File: src/rtl/ubs_pkg.sv
package ubs_pkg;

    typedef struct packed {
        logic read_ram;   // 1: reads of the upper area come from RAM
        logic wprot;      // 1: writes to the upper area are dropped
        logic bank1;      // 1: bank 1 occupies the banked window
    } bank_cfg_t;

    typedef enum logic [1:0] {
        REG_LOW    = 2'd0,
        REG_SWITCH = 2'd1,
        REG_BANKED = 2'd2,
        REG_FIXED  = 2'd3
    } region_e;

    localparam bank_cfg_t COLD_CFG = '{read_ram: 1'b0, wprot: 1'b0, bank1: 1'b0};

    // sel = {bank bit, mode bits}; the ignored address bit is never passed in
    function automatic bank_cfg_t decode_switch(input logic [2:0] sel);
        bank_cfg_t c;
        c.bank1    = sel[2];
        c.read_ram = (sel[1:0] == 2'b00) || (sel[1:0] == 2'b11);
        c.wprot    = (sel[1:0] == 2'b00) || (sel[1:0] == 2'b10);
        return c;
    endfunction

endpackage

File: src/rtl/ubs_region_decode.sv
module ubs_region_decode
    import ubs_pkg::*;
#(
    parameter int          ADDR_W      = 16,
    parameter int          PAGE_W      = 4,
    parameter int          SEL_W       = 4,
    parameter logic [15:0] SW_BASE     = 16'hC080,
    parameter logic [3:0]  BANKED_PAGE = 4'hD
) (
    input  logic [ADDR_W-1:0] addr,
    output region_e           region
);
    localparam int HI_W = ADDR_W - SEL_W;

    logic [PAGE_W-1:0] page;
    logic [HI_W-1:0]   hi_bits;
    logic [HI_W-1:0]   sw_hi;

    assign page    = addr[ADDR_W-1 -: PAGE_W];
    assign hi_bits = addr[ADDR_W-1 -: HI_W];
    assign sw_hi   = SW_BASE[ADDR_W-1 -: HI_W];

    always_comb begin
        if (hi_bits == sw_hi)
            region = REG_SWITCH;
        else if (page == BANKED_PAGE[PAGE_W-1:0])
            region = REG_BANKED;
        else if (page > BANKED_PAGE[PAGE_W-1:0])
            region = REG_FIXED;
        else
            region = REG_LOW;
    end
endmodule

File: src/rtl/ubs_cfg_reg.sv
module ubs_cfg_reg
    import ubs_pkg::*;
(
    input  logic      clk,
    input  logic      rst,
    input  logic      sw_hit,
    input  logic [2:0] sw_sel,
    output bank_cfg_t cfg
);
    always_ff @(posedge clk) begin
        if (rst)
            cfg <= COLD_CFG;
        else if (sw_hit)
            cfg <= decode_switch(sw_sel);
    end
endmodule

File: src/rtl/ubs_addr_map.sv
module ubs_addr_map
    import ubs_pkg::*;
#(
    parameter int         ADDR_W     = 16,
    parameter int         PAGE_W     = 4,
    parameter logic [3:0] BANK1_PAGE = 4'hC
) (
    input  logic              valid,
    input  logic              we,
    input  logic [ADDR_W-1:0] addr,
    input  region_e           region,
    input  bank_cfg_t         cfg,
    output logic [ADDR_W-1:0] phys,
    output logic              ram_we,
    output logic              rom_sel
);
    localparam int OFF_W = ADDR_W - PAGE_W;

    logic upper;
    assign upper = (region == REG_BANKED) || (region == REG_FIXED);

    always_comb begin
        phys = addr;
        if (region == REG_BANKED && cfg.bank1)
            phys = {BANK1_PAGE[PAGE_W-1:0], addr[OFF_W-1:0]};
    end

    always_comb begin
        ram_we  = 1'b0;
        rom_sel = 1'b0;
        if (valid) begin
            unique case (region)
                REG_LOW:    ram_we = we;
                REG_SWITCH: ram_we = 1'b0;
                default: begin
                    ram_we  = we && !cfg.wprot;
                    rom_sel = !we && !cfg.read_ram;
                end
            endcase
        end
    end

    logic unused_upper;
    assign unused_upper = upper;
endmodule

File: src/rtl/upper_bank_switch.sv
module upper_bank_switch
    import ubs_pkg::*;
#(
    parameter int          ADDR_W      = 16,
    parameter logic [15:0] SW_BASE     = 16'hC080,
    parameter logic [3:0]  BANKED_PAGE = 4'hD,
    parameter logic [3:0]  BANK1_PAGE  = 4'hC
) (
    input  logic              clk,
    input  logic              rst,
    input  logic              cpu_valid,
    input  logic              cpu_we,
    input  logic [ADDR_W-1:0] cpu_addr,
    output logic [ADDR_W-1:0] ram_addr,
    output logic              ram_we,
    output logic              rom_sel,
    output logic              cfg_read_ram,
    output logic              cfg_wprot,
    output logic              cfg_bank1
);
    localparam int PAGE_W = 4;
    localparam int SEL_W  = 4;

    region_e   region;
    bank_cfg_t cfg;
    logic      sw_hit;
    logic [2:0] sw_sel;

    ubs_region_decode #(
        .ADDR_W(ADDR_W), .PAGE_W(PAGE_W), .SEL_W(SEL_W),
        .SW_BASE(SW_BASE), .BANKED_PAGE(BANKED_PAGE)
    ) u_region (
        .addr  (cpu_addr),
        .region(region)
    );

    assign sw_hit = cpu_valid && (region == REG_SWITCH);
    assign sw_sel = {cpu_addr[3], cpu_addr[1:0]};

    ubs_cfg_reg u_cfg (
        .clk   (clk),
        .rst   (rst),
        .sw_hit(sw_hit),
        .sw_sel(sw_sel),
        .cfg   (cfg)
    );

    ubs_addr_map #(
        .ADDR_W(ADDR_W), .PAGE_W(PAGE_W), .BANK1_PAGE(BANK1_PAGE)
    ) u_map (
        .valid  (cpu_valid),
        .we     (cpu_we),
        .addr   (cpu_addr),
        .region (region),
        .cfg    (cfg),
        .phys   (ram_addr),
        .ram_we (ram_we),
        .rom_sel(rom_sel)
    );

    assign cfg_read_ram = cfg.read_ram;
    assign cfg_wprot    = cfg.wprot;
    assign cfg_bank1    = cfg.bank1;
endmodule

File: config.mk
export PLATFORM = sky130hd
export DESIGN_NAME = upper_bank_switch
export DESIGN_NICKNAME = d
export VERILOG_FILES = /design/src/rtl/ubs_pkg.sv /design/src/rtl/ubs_region_decode.sv /design/src/rtl/ubs_cfg_reg.sv /design/src/rtl/ubs_addr_map.sv /design/src/rtl/upper_bank_switch.sv
export SDC_FILE = /design/constraint.sdc
export NUM_CORES = 1
export LEC_CHECK = 0
export ABC_CLOCK_PERIOD_IN_PS = 3100
export BUFFER_PORTS_ARGS = -buffer_cell sky130_fd_sc_hd__buf_2
export CORE_AREA = 2 2 39 41
export DETAILED_ROUTE_END_ITERATION = 10
export DIE_AREA = 0 0 41 43
export MAX_ROUTING_LAYER = met4
export PLACE_DENSITY_LB_ADDON = 0.12
export SYNTH_ARGS = -nofsm -noshare
export SYNTH_HDL_FRONTEND = slang
export SYNTH_HIERARCHICAL = 1
export SYNTH_SLANG_ARGS = --single-unit
File: constraint.sdc
create_clock -name clk -period 3.1 [get_ports clk]
set_input_delay 0.62 -clock clk [delete_from_list [all_inputs] [get_ports clk]]
set_output_delay 0.62 -clock clk [all_outputs]
set_load 0.02 [all_outputs]
==> results_dict.tcl <==
set metrics [dict create \
    critPathMaxFanout 4 \
    vdd_drop_max_uv 210 \
    ys_seq_elements 3 \
    ctsResizeCount 0 \
    firstDrtPassIters 2 \
    hold_violations 0 \
    path_clk_slew_ps 40 \
    core-area_um2 1380 \
    use_met1_pct 12.8 \
    drtIter0Drc 2 \
    cp-startpoint "cpu_addr[10]" \
    viasPerCell 4.13 \
    async_flop_share_pct 0 \
    dieArea_um2 1760 \
    grt.met3_usage_pct 4.71 \
    hpwl_um 678 \
    grt_pass1_wl_mm 1.15 \
    hold_class "register to register" \
    crit_path_frequent_cell "buf_2" \
    antenna_found_initial 0 \
    cts_setup_buffers 0 \
    synth.most_common_cell "buf_4" \
    grtUsageTotal_pct 10.1 \
    cp_top_family "simple AND/OR/NAND/NOR gates" \
    fin_nets 96 \
    vias 368 \
    largest_reg_flops 3 \
    grt_pass1_vias 291 \
    fmax_mhz 424 \
    max_stage_delay_ps 260 \
    period_share_pct 76.1 \
    post_dp_cell_area_um2 455 \
    worstSetupEndpointType "output port" \
    crit_type "input pin to output port" \
    worst_pin_slew_ps 276 \
    cts_tree "done" \
    die_x_um 41 \
    num_io_pins 41 \
    p_leak_nw 0.274 \
    power_density_nw_per_um2 348 \
    port_buffers 38 \
    synth_edf_count 0 \
    synth_warnings 6 \
    worstPathRequired_ps 2480 \
    synth_top_cell_by_area "buf_4" \
    synth_area_leaders "buf_4, dfxtp_1, nor2_1" \
    grt_max_degree 6 \
    clock_latency_ps 240 \
    area_growth_pct 43.7 \
    hold_end "u_cfg/cfg[2]" \
    relSlewSlack_pct 81.6 \
    tns_ps 0 \
    fin_skew_ps 0 \
    path_depth 7 \
    final_area_um2 482 \
    regArea_um2 60.1 \
    clockBufferDepth 2 \
    clock_sinks 3 \
    ant_nets 0 \
    status "complete, no violations" \
    synth_top_cell_area_share_pct 26.9 \
    drc 0 \
    synth_cell_types 17 \
    reg.largest.list "u_cfg/cfg: 3 flops" \
    final.setup.worst_slack_ps 740 \
    finalMaxSlewViolations 0 \
    ys.flop_type "dfxtp_1" \
    setup_viol 0 \
    reg2reg_from "u_cfg/cfg[1]" \
    start_util_pct 24.2 \
    post_drt_wl_per_cell_um 8.97 \
    synth_area_per_cell_um2 7.80 \
    fillers 152 \
    r2r_end "u_cfg/cfg[1]" \
    r2r_cells 2 \
    regToRegSetupSlack_ps 2390 \
    worst-path-buf-inv 2 \
    critPathSlowestCell "nor4b_2" \
    yosysSeqAreaShare_pct 17.9 \
    syn_inst 43 \
    drive_above_1_share_pct 57.5 \
    cts.root.buffer_cell "clkbuf_4" \
    regMostFlops "u_cfg/cfg" \
    top_usage_layer "met2" \
    hp-start "u_cfg/cfg[2]" \
    syn_nets 65 \
    path_cells "buf_2, nor4b_2, a31oi_1, nor2_1, nand3b_1, and2_1, buf_2" \
    antennaDiodeCount 0 \
    worstPathArrival_ps 1740 \
    overflow 0 \
    syn-cell-area_um2 335 \
    htree_num_levels 1 \
    drv_cap 0 \
    whs_path_depth 2 \
    netlist_top_cells_count "buf_4, nor2_1, dfxtp_1" \
    cts_hold_buf 0 \
    dpl_worst_slack_ps 737 \
    drt_wl_total_um 798 \
    rsz0062_at_grt "false" \
    dieHeight_um 43 \
    cp-start-kind "input pin" \
    place.gp.congestion 0.603 \
    multi_input_area_um2 178 \
    period_needed_ps 2360 \
    cts_buffers 3 \
    use_met2_pct 13.4 \
    rows 14 \
]
-- metrics by stage --
step           util [%]  instances  hold WS, ps  power [mW]
6_report           34.8         89          500       0.168
3_3_place_gp       32.9         85          495      0.0970
2_1_floorplan         -         43          562      0.0817
4_1_cts            34.8         89          501       0.172
5_1_grt            34.8         89          541       0.182
3_5_place_dp       32.9         85          490      0.0965
-- layout by cell type (no fill, tap or decap), drive strengths merged, types with 2 or more instances in the layout --
master and n:
buf 38, nor2 8, clkbuf 4, dfxtp 3
inv 2, a211oi 2, mux2i 2, ha 2
nand2b 2, and2 2
-- cells by family after synthesis --
group	after synthesis	share of synthesized area [%]
and+or+nand+nor	19	33.2
buffers and inverters	14	29.1
AOI/OAI and AO/OA	3	6.34
DFF	3	17.9
muxes	2	5.97
adders and majority gates	2	7.46
-- report_power, final --
group	internal (mW)	leakage [nW]	switching (mW)	total, mW
Clock	0.0485	0.0150	0.0240	0.0725
Sequential	0.0399	0.0243	0.000827	0.0407
Combinational	0.0230	0.235	0.0316	0.0546
Total	0.111	0.274	0.0564	0.168
-- layout make-up --
class                      instances  area share [%]
inverter                           2            1.56
timing repair buffer              38            39.5
tap                               16            4.16
multi-input combinational         26            36.9
sequential                         3            12.5
clock buffer                       4            5.45
-- worst register-to-register path, stage by stage (launching register included) --
cell and delay (ps):
dfxtp_1 340, nor2_1 50, a211oi_1 220
-- layer usage --
metal / wire length (um) / vias to the layer above
li1: - / 192
met2: 351 / 26
met5: 0 / -
met4: 0 / 0
met3: 121 / 0
met1: 325 / 150
-- worst max path at each step --
stage,slack [ps],endpoint
after floorplan,930,rom_sel
after global placement,760,ram_addr[13]
after detailed placement,740,ram_addr[12]
after CTS,740,ram_addr[12]
after global routing,590,ram_addr[13]
final,740,ram_addr[13]
Power figures use the tool's default switching activity.
